**src/rtl/fwd_pkg.sv**
```systemverilog
package fwd_pkg;

    typedef enum logic [1:0] {
        SEL_IDEX  = 2'b00,
        SEL_MEMWB = 2'b01,
        SEL_EXMEM = 2'b10
    } fwd_sel_e;

    typedef enum logic {
        ILK_RUN    = 1'b0,
        ILK_BUBBLE = 1'b1
    } ilk_state_e;

endpackage

```
**src/rtl/fwd_operand_sel.sv**
```systemverilog
module fwd_operand_sel
    import fwd_pkg::*;
#(
    parameter int REG_AW = 5
) (
    input  logic [REG_AW-1:0] src_i,
    input  logic [REG_AW-1:0] exmem_dst_i,
    input  logic              exmem_we_i,
    input  logic [REG_AW-1:0] memwb_dst_i,
    input  logic              memwb_we_i,
    output logic [1:0]        sel_o
);

    localparam logic [REG_AW-1:0] ZERO_REG = '0;

    logic hit_exmem;
    logic hit_memwb;

    // a producer qualifies only if it writes a real register
    assign hit_exmem = exmem_we_i && (exmem_dst_i != ZERO_REG) && (exmem_dst_i == src_i);
    assign hit_memwb = memwb_we_i && (memwb_dst_i != ZERO_REG) && (memwb_dst_i == src_i);

    // the younger result wins
    always_comb begin
        if (hit_exmem)
            sel_o = SEL_EXMEM;
        else if (hit_memwb)
            sel_o = SEL_MEMWB;
        else
            sel_o = SEL_IDEX;
    end

endmodule

```
**src/rtl/load_use_detect.sv**
```systemverilog
module load_use_detect #(
    parameter int REG_AW  = 5,
    parameter int NUM_SRC = 2
) (
    input  logic                            idex_memrd_i,
    input  logic [REG_AW-1:0]               idex_dst_i,
    input  logic [NUM_SRC-1:0][REG_AW-1:0]  ifid_src_i,
    output logic                            hazard_o
);

    localparam logic [REG_AW-1:0] ZERO_REG = '0;

    logic [NUM_SRC-1:0] src_hit;

    for (genvar g = 0; g < NUM_SRC; g++) begin : g_cmp
        assign src_hit[g] = (ifid_src_i[g] == idex_dst_i);
    end

    assign hazard_o = idex_memrd_i && (idex_dst_i != ZERO_REG) && (|src_hit);

endmodule

```
**src/rtl/ilk_fsm.sv**
```systemverilog
module ilk_fsm
    import fwd_pkg::*;
(
    input  logic clk,
    input  logic rst_n,
    input  logic hazard_i,
    output logic stall_o
);

    ilk_state_e state_q;
    ilk_state_e state_d;

    always_ff @(posedge clk or negedge rst_n) begin
        if (!rst_n)
            state_q <= ILK_RUN;
        else
            state_q <= state_d;
    end

    always_comb begin
        state_d = state_q;
        unique case (state_q)
            ILK_RUN:    state_d = hazard_i ? ILK_BUBBLE : ILK_RUN;
            ILK_BUBBLE: state_d = ILK_RUN;
            default:    state_d = ILK_RUN;
        endcase
    end

    always_comb begin
        stall_o = 1'b0;
        unique case (state_q)
            ILK_RUN:    stall_o = rst_n && hazard_i;
            ILK_BUBBLE: stall_o = 1'b0;
            default:    stall_o = 1'b0;
        endcase
    end

endmodule

```
**src/rtl/fwd_unit.sv**
```systemverilog
module fwd_unit #(
    parameter int REG_AW  = 5,
    parameter int NUM_SRC = 2
) (
    input  logic                           clk,
    input  logic                           rst_n,
    input  logic [NUM_SRC-1:0][REG_AW-1:0] ex_src_i,
    input  logic [REG_AW-1:0]              exmem_dst_i,
    input  logic                           exmem_we_i,
    input  logic [REG_AW-1:0]              memwb_dst_i,
    input  logic                           memwb_we_i,
    input  logic                           idex_memrd_i,
    input  logic [REG_AW-1:0]              idex_dst_i,
    input  logic [NUM_SRC-1:0][REG_AW-1:0] ifid_src_i,
    output logic [NUM_SRC-1:0][1:0]        fwd_sel_o,
    output logic                           hold_o,
    output logic                           bubble_o
);

    logic hazard;
    logic stall;

    for (genvar g = 0; g < NUM_SRC; g++) begin : g_opnd
        fwd_operand_sel #(.REG_AW(REG_AW)) u_sel (
            .src_i       (ex_src_i[g]),
            .exmem_dst_i (exmem_dst_i),
            .exmem_we_i  (exmem_we_i),
            .memwb_dst_i (memwb_dst_i),
            .memwb_we_i  (memwb_we_i),
            .sel_o       (fwd_sel_o[g])
        );
    end

    load_use_detect #(.REG_AW(REG_AW), .NUM_SRC(NUM_SRC)) u_lud (
        .idex_memrd_i (idex_memrd_i),
        .idex_dst_i   (idex_dst_i),
        .ifid_src_i   (ifid_src_i),
        .hazard_o     (hazard)
    );

    ilk_fsm u_ilk (
        .clk      (clk),
        .rst_n    (rst_n),
        .hazard_i (hazard),
        .stall_o  (stall)
    );

    assign hold_o   = stall;
    assign bubble_o = stall;

endmodule

```
**config.mk**
```make
export PLATFORM = sky130hd
export DESIGN_NAME = fwd_unit
export DESIGN_NICKNAME = d
export VERILOG_FILES = /design/src/rtl/fwd_pkg.sv /design/src/rtl/fwd_operand_sel.sv /design/src/rtl/load_use_detect.sv /design/src/rtl/ilk_fsm.sv /design/src/rtl/fwd_unit.sv
export SDC_FILE = /design/constraint.sdc
export NUM_CORES = 1
export LEC_CHECK = 0
export BUFFER_PORTS_ARGS = -buffer_cell sky130_fd_sc_hd__buf_2
export CAP_MARGIN = 40
export CORE_UTILIZATION = 32
export CTS_CLUSTER_DIAMETER = 50
export DETAILED_ROUTE_END_ITERATION = 10
export PLACE_DENSITY_LB_ADDON = 0.3
export SLEW_MARGIN = 10
export SYNTH_ARGS = -nofsm -noshare
export SYNTH_HDL_FRONTEND = slang
export SYNTH_HIERARCHICAL = 1
export SYNTH_SLANG_ARGS = --single-unit
```
**constraint.sdc**
```tcl
create_clock -name clk -period 1.1 [get_ports clk]
set_clock_uncertainty 0.1 [all_clocks]
set_input_delay 0.11 -clock clk [delete_from_list [all_inputs] [get_ports clk]]
set_output_delay 0.11 -clock clk [all_outputs]
set_load 0.03 [all_outputs]
```
==> results list, run 1 <==
- Run status: finished, violations left
- The checks that failed: setup timing.
- Max stage delay on crit path: 530 ps
* Share of the clock period used by the worst path after layout: 1.36
* Critical Path Start Type: primary input
- Worst max-slew margin expressed relative to the limit: 0.776
- Wires add up to 2.12 mm.
- Yosys printed 6 warnings.
* Slew of the pin with the lowest slew margin: 335 ps
- The flip-flop count of the largest register, all copies and words added came to 1.
* Number of synthesized flops with an enable pin: 0
- Maximum fanout encountered on the critical timing path: 3
- Syn Inst Count: 63
- Max-cap violations: 0
- Of the synthesized area, sequential elements account for 0.0510.
* TritonRoute pass-1 iters: 5
* Crit path capture type: primary output
* Routed via count: 659
- The repair_antennas step left the layout with diodes totalling 0.
* Share of synthesized flip-flops with an asynchronous set or reset: 1.00
* Power density of the placed cells: 415 nW/µm²
- Summed over all cells, the static leakage comes to 0.487 nW.
- In this design, the largest share of critical-path delay is due to simple AND/OR/NAND/NOR gates.
* Largest net degree at the start of global routing: 5
* Slowest stage cell on the critical path: sky130_fd_sc_hd__or4_4
- sky130_fd_sc_hd__xnor2_1 takes more of the synthesized area than any other cell.
- For this run, the post-layout net count is 154.
* Starting utilization of the core area: 0.359
- Tot GR Track Use: 0.254
- In this run the remaining antenna-violating nets after routing total 0.
* Number of synthesized register bits: 1
* Critical path, cell by cell: buf_8 > or4_4 > o21ai_2 > a21oi_2 > and3b_2 > buf_6
- The worst hold path belongs to the class reg2reg.
- Summed over all failing endpoints, the final setup total negative slack is -1790 ps.
* Critical path start-end classification: in2out
- The initial antenna violation count came to 0.
- Final Power: 0.480 mW
* Required time reported for the critical path endpoint: 890 ps
- Remaining routing DRC violations: 0
- The area growth from synthesis to layout is 136%.
- Setup repair after global routing could not meet its margin everywhere.
- Placer's final routability congestion estimate: 0.831
- Worst IR Drop VDD: 291 µV
- By instance count, the leading cell after synthesis is sky130_fd_sc_hd__xnor2_1.
* Area of the core region: 1370 µm²
- Counting I/O delays and the setup requirement, the final critical path takes 1490 ps.
- After synthesis the cells add up to 490 µm².
- Die footprint: 1690 µm²
- CP arrival: 1280 ps
- The register with the most flip-flops in the final layout is u_ilk/state_q.
- The netlist uses 17 different library cells.
- Placement Cell Area: 763 µm²
- Number of nets produced by synthesis: 103
* Number of rows created at floorplan: 13
* Buffering stage count on the worst path with inverters included: 2
* Layout Cells excl Fill: 127
* Most frequent cells after synthesis: sky130_fd_sc_hd__xnor2_1, sky130_fd_sc_hd__xor2_1, sky130_fd_sc_hd__nand3_1, sky130_fd_sc_hd__nor3_1, sky130_fd_sc_hd__nand2_1
- Clock insertion delay at the later pin of the skew report: 0 ps
* Cell total after placement: 125
* Synth area leaders: sky130_fd_sc_hd__xnor2_1, sky130_fd_sc_hd__xor2_1, sky130_fd_sc_hd__o41ai_2, sky130_fd_sc_hd__nand3_1, sky130_fd_sc_hd__nor3_1
* Achievable clock frequency: 0.670 GHz
- In this run the mean area of a mapped cell was 7.79 µm².
* First DRT Iteration DRCs: 3
* Area fraction of the dominant cell type after synthesis: 0.250
- Most used flip-flop cell after synthesis: sky130_fd_sc_hd__dfrtp_1
* Die Span Y: 41.2 µm
- Counting the fill cells in the layout gives 82.
- In the post-route analysis, the smallest setup slack over all paths is -393 ps.
- Once layout is done, the placed cells without fillers occupy 1160 µm².
- Setup violations remaining at the end of the flow were counted as 7.
- Measured along the x axis, the die boundary spans 41.2 µm.
- For this run, the share of the core covered by cells in the final layout is 0.847.
- The number of hold violations in the final report was 0.
- The via count of the first global-routing pass was 656.
- Port-buffer cells: 45
* Worst reg2reg setup slack: 450 ps
* Max-slew violation total from the final report: 0
- For this design the top-level I/O count stands at 46.
- The first global-routing pass estimated 2.76 mm of wire.
- Top Registers: u_ilk/state_q x1
- CTS clock-pin slew for the worst setup and hold paths: 0 ps
- The wire-length estimate of the detail-placed layout is 1.23 mm.
- Routed wire length per instance: 16.7 µm
- Proportion of layout cells with a drive suffix above 1: 0.714
- Overflow after GRT: 0
* DR vias/cell: 5.19
[report_power, final]
part	total (mW)	leakage (nW)	internal [mW]	switching, mW
Clock	0	0	0	0
Sequential	0.0391	0.0139	0.0387	0.000462
Combinational	0.441	0.473	0.243	0.198
Total	0.480	0.487	0.282	0.199
[path summary, 6_finish.rpt]
check | endpoint | cells past startpoint | startpoint
setup / recovery | bubble_o | 6 | idex_dst_i[3]
hold / removal | u_ilk/state_q$_DFF_PN0_ | 1 | u_ilk/state_q$_DFF_PN0_
setup reg to reg | u_ilk/state_q$_DFF_PN0_ | 1 | u_ilk/state_q$_DFF_PN0_
hold reg to reg | u_ilk/state_q$_DFF_PN0_ | 1 | u_ilk/state_q$_DFF_PN0_
max in group asynchronous | u_ilk/state_q$_DFF_PN0_ | 2 | rst_n
min in group asynchronous | u_ilk/state_q$_DFF_PN0_ | 2 | rst_n
[cells by family after synthesis]
| group | count (synthesis) | synth area share |
|---|---|---|
| flops | 1 | 0.0510 |
| buf+inv | 3 | 0.0459 |
| simple gates | 25 | 0.281 |
| compound gates | 8 | 0.158 |
| xor+xnor | 26 | 0.464 |
[what timing repair did]
item                                    CTS  global route
endpoints found under the setup margin    7             7
resized for setup                        56            30
hold endpoints to repair                  1             1
pin swaps                                15            15
buffers inserted                          1             0
[layer usage]
| layer | track usage | routed length [µm] |
|---|---|---|
| met1 | 0.206 | 658 |
| met2 | 0.590 | 1270 |
| met3 | 0.0163 | 138 |
| met4 | 0.0806 | 48 |
| met5 | 0 | 0 |
[cell type report]
class / count / area, µm² / share of cell area
tap: 15 / 18.8 / 0.0162
sequential: 1 / 25.0 / 0.0216
timing repair buffer: 52 / 468 / 0.404
multi-input combinational: 59 / 646 / 0.558
[per-stage QoR]
| step | hold WS [ps] | setup WS (ps) |
|---|---|---|
| after floorplan | -286 | -335 |
| after global placement | -211 | -428 |
| after detailed placement | -207 | -439 |
| after CTS | -207 | -397 |
| after global routing | 343 | -435 |
| final | 311 | -393 |
[layout by cell type, fill, tap and decap left out, types with 2 or more instances in the layout]
cell type,count
sky130_fd_sc_hd__a211oi_4,2
sky130_fd_sc_hd__a21oi_2,3
sky130_fd_sc_hd__buf_12,3
sky130_fd_sc_hd__buf_2,21
sky130_fd_sc_hd__buf_4,6
sky130_fd_sc_hd__buf_6,18
sky130_fd_sc_hd__buf_8,3
sky130_fd_sc_hd__nand2_1,2
sky130_fd_sc_hd__nand2_2,2
sky130_fd_sc_hd__nand3_1,4
sky130_fd_sc_hd__nand3_2,2
sky130_fd_sc_hd__nor2_4,2
sky130_fd_sc_hd__nor3_1,6
sky130_fd_sc_hd__nor3_4,2
sky130_fd_sc_hd__nor4_2,2
sky130_fd_sc_hd__o41ai_4,2
sky130_fd_sc_hd__xnor2_1,6
sky130_fd_sc_hd__xnor2_2,6
sky130_fd_sc_hd__xnor2_4,2
sky130_fd_sc_hd__xor2_1,11
Note: power is estimated with default switching activity, not from simulation.
==> run 2, diff against run 1 <==
--- a/config.mk
+++ b/config.mk
@@ -10,6 +10,7 @@
 export CORE_UTILIZATION = 32
 export CTS_CLUSTER_DIAMETER = 50
 export DETAILED_ROUTE_END_ITERATION = 10
+export GPL_ROUTABILITY_DRIVEN = 1
 export PLACE_DENSITY_LB_ADDON = 0.3
 export SLEW_MARGIN = 10
 export SYNTH_ARGS = -nofsm -noshare
==> constraint.sdc (replaced) <==
create_clock -name clk -period 1.2 [get_ports clk]
set_clock_uncertainty 0.1 [all_clocks]
set_input_delay 0.12 -clock clk [delete_from_list [all_inputs] [get_ports clk]]
set_output_delay 0.12 -clock clk [all_outputs]
set_load 0.03 [all_outputs]
==> run 2 against run 1 <==
Compared with the run above: largest cell class unchanged; utilization fell by 2.0 points; wire length rose by 5.1%; die area did not move; the flow still finishes with violations (setup timing); hold slack improved by 39 ps.
==> results list, run 2 (synthesized netlist as in run 1, its figures left out) <==
- STA classifies the critical path endpoint as a primary output.
- Number of rows created at floorplan: 13 (unchanged)
- Proportion of layout cells with a drive suffix above 1: 0.702 (-0.0125)
* M2 GR Usage: 0.523 (-0.0664)
- The library cell used most frequently in the layout, excluding fill and tap cells, is sky130_fd_sc_hd__buf_2.
- Worst max-slew margin expressed relative to the limit: 0.779 (+0.00264)
- The tightest min-delay check is of the reg2reg type.
- DRT Wirelength: 2.22 mm (+5.1%)
- The overall power consumption was 0.432 mW (-10%).
- DR vias/cell: 5.33 (+2.6%)
- The number of optimization iterations in the first detailed-route pass was 4 (-1).
* Run status: finished, violations left
* Top library cells by usage in the layout, fill and taps aside: sky130_fd_sc_hd__buf_2, sky130_fd_sc_hd__buf_6, sky130_fd_sc_hd__xor2_1
- The starting utilization of the core area is 0.359 (unchanged).
* Port-buffer cells: 45 (unchanged)
- In the final layout, the registers with the most flip-flops are u_ilk/state_q x1.
* Number of I/O pins: 46 (unchanged)
- Overflow after GRT: 0 (unchanged)
* Max stage delay on crit path: 230 ps (-300 ps)
* Critical path start-end classification: in2out
* Cell family with most CP delay: simple AND/OR/NAND/NOR gates
- Largest net degree at the start of global routing: 5 (unchanged)
* ANT cells: 0 (unchanged)
- The net count of the finished layout is 156 (+1.3%).
- Achievable clock frequency: 0.642 GHz
- The met3 track demand over resource was 0.0163 (unchanged).
- Required time reported for the critical path endpoint: 980 ps (+90 ps)
- The overall fraction of global-route tracks in use is 0.234 (-0.0200).
* Remaining routing DRC violations: 0 (unchanged)
- The placeable core region was 1370 µm² (unchanged).
- HPWL reported at the end of detailed placement: 1.23 mm (-0.53%)
* First DRT Iteration DRCs: 4 (+1)
* Most flop-heavy register: u_ilk/state_q
- Cell total after placement: 126 (+0.80%)
- The total placed instance area came to 771 µm² (+0.98%).
- Setup repair after global routing could not meet its margin everywhere.
* Number of global-route vias before repair: 642 (-2.1%)
- STA classifies the critical path startpoint as a primary input.
- The worst setup margin was -357 ps (+36.1 ps).
- Max-cap violations: 0 (unchanged)
- Clock insertion delay at the later pin of the skew report: 0 ps (unchanged)
- Post-route design area: 1130 µm² (-2.4%)
- Slowest stage cell on the critical path: sky130_fd_sc_hd__nor3_1
* GR peak layer: met2
- The final setup violation count was 5 (-2).
* Buffering stage count on the worst path with inverters included: 2 (unchanged)
- The worst hold-check slack came to 350 ps (+38.5 ps).
- Width of the die: 41.2 µm (unchanged)
* Power density of the placed cells: 382 nW/µm² (-7.9%)
- The placer's final routability congestion estimate is 0.816 (-1.8%).
- Met1 track demand over resource in global routing: 0.213 (+0.00645)
* Final Critical Period: 1560 ps
* Layout Cells excl Fill: 129 (+1.6%)
* Synth-to-layout area growth: 130%
- Fin util: 0.827 (-0.0201)
- The total vias in the final route is 687 (+4.2%).
- Maximum fanout encountered on the critical timing path: 3 (unchanged)
- Worst IR Drop VDD: 260 µV (-11%)
- The critical path data arrival time came to 1340 ps (+60 ps).
- The floorplan die height came to 41.2 µm (unchanged).
- The actual transition at the worst max-transition pin was 331 ps (-3.94 ps).
- Antenna viol nets, final: 0 (unchanged)
* Cell leakage power: 0.483 nW (-0.95%)
- Share of the clock period used by the worst path after layout: 1.30
- The routed wirelength normalized by instance count is 17.2 µm (+3.4%).
- Critical path, cell by cell: buf_2 > xor2_1 > nor3_1 > nand3_1 > a21oi_2 > and3b_2 > buf_6
* Antenna violations before repair: 0 (unchanged)
* CTS clock-pin slew for the worst setup and hold paths: 0 ps (unchanged)
- Violated checks: setup timing
* Global-route wire length before repair: 2.64 mm (-4.5%)
* Max-slew violation total from the final report: 0 (unchanged)
- The flip-flop count of the largest register, all copies and words added is 1 (unchanged).
- The floorplan die area is 1690 µm² (unchanged).
* Final count of hold timing violations: 0 (unchanged)
[run 2: cell count changes in the layout (fill, tap and decap cells not counted), sizes merged]
cell | previous run | this run
buf | 51 | 53
[run 2: area by class of cell]
type	instances	area [µm²]
well taps	15	18.8
fillers	83	236
flip-flops and latches	1	25.0
multi-input cells	59	634
repair buffers	54	452
[run 2: through the flow]
| stage | setup TNS, ps | setup slack [ps] |
|---|---|---|
| 3_5_place_dp | -1370 | -351 |
| 5_1_grt | -1270 | -359 |
| 6_report | -1160 | -357 |
| 2_1_floorplan | -347 | -255 |
| 3_3_place_gp | -1330 | -339 |
| 4_1_cts | -936 | -314 |
[run 2: repair_timing]
| action | 4_1_cts | 5_1_grt |
|---|---|---|
| gates resized for setup | 56 | 20 |
| hold endpoints to repair | 1 | 1 |
| pin swaps | 30 | 13 |
| setup endpoints to repair | 7 | 7 |
| buffers inserted | 0 | 2 |
[run 2: metal layers]
| layer | part of all wire | wire [µm] | up-vias |
|---|---|---|---|
| met5 | 0 | 0 | - |
| met4 | 0.036 | 80 | 0 |
| met2 | 0.61 | 1350 | 37 |
| met3 | 0.058 | 129 | 10 |
| li1 | - | - | 326 |
| met1 | 0.30 | 659 | 314 |
[run 2: power by group]
group	total (mW)	leakage, nW	switching [mW]	internal (mW)
sequential	0.0365	0.0139	0.00103	0.0355
clock	0	0	0	0
combinational	0.395	0.469	0.182	0.214
[run 2: worst paths after layout]
check / from / slack, ps / end / cells after the start
worst max-delay path: idex_dst_i[0] / -360 / bubble_o / 7
worst max register to register: u_ilk/state_q$_DFF_PN0_ / 550 / u_ilk/state_q$_DFF_PN0_ / 1
worst min-delay path: u_ilk/state_q$_DFF_PN0_ / 350 / u_ilk/state_q$_DFF_PN0_ / 1
min in group asynchronous: rst_n / 370 / u_ilk/state_q$_DFF_PN0_ / 2
max in group asynchronous: rst_n / 500 / u_ilk/state_q$_DFF_PN0_ / 2
worst min register to register: u_ilk/state_q$_DFF_PN0_ / 350 / u_ilk/state_q$_DFF_PN0_ / 1
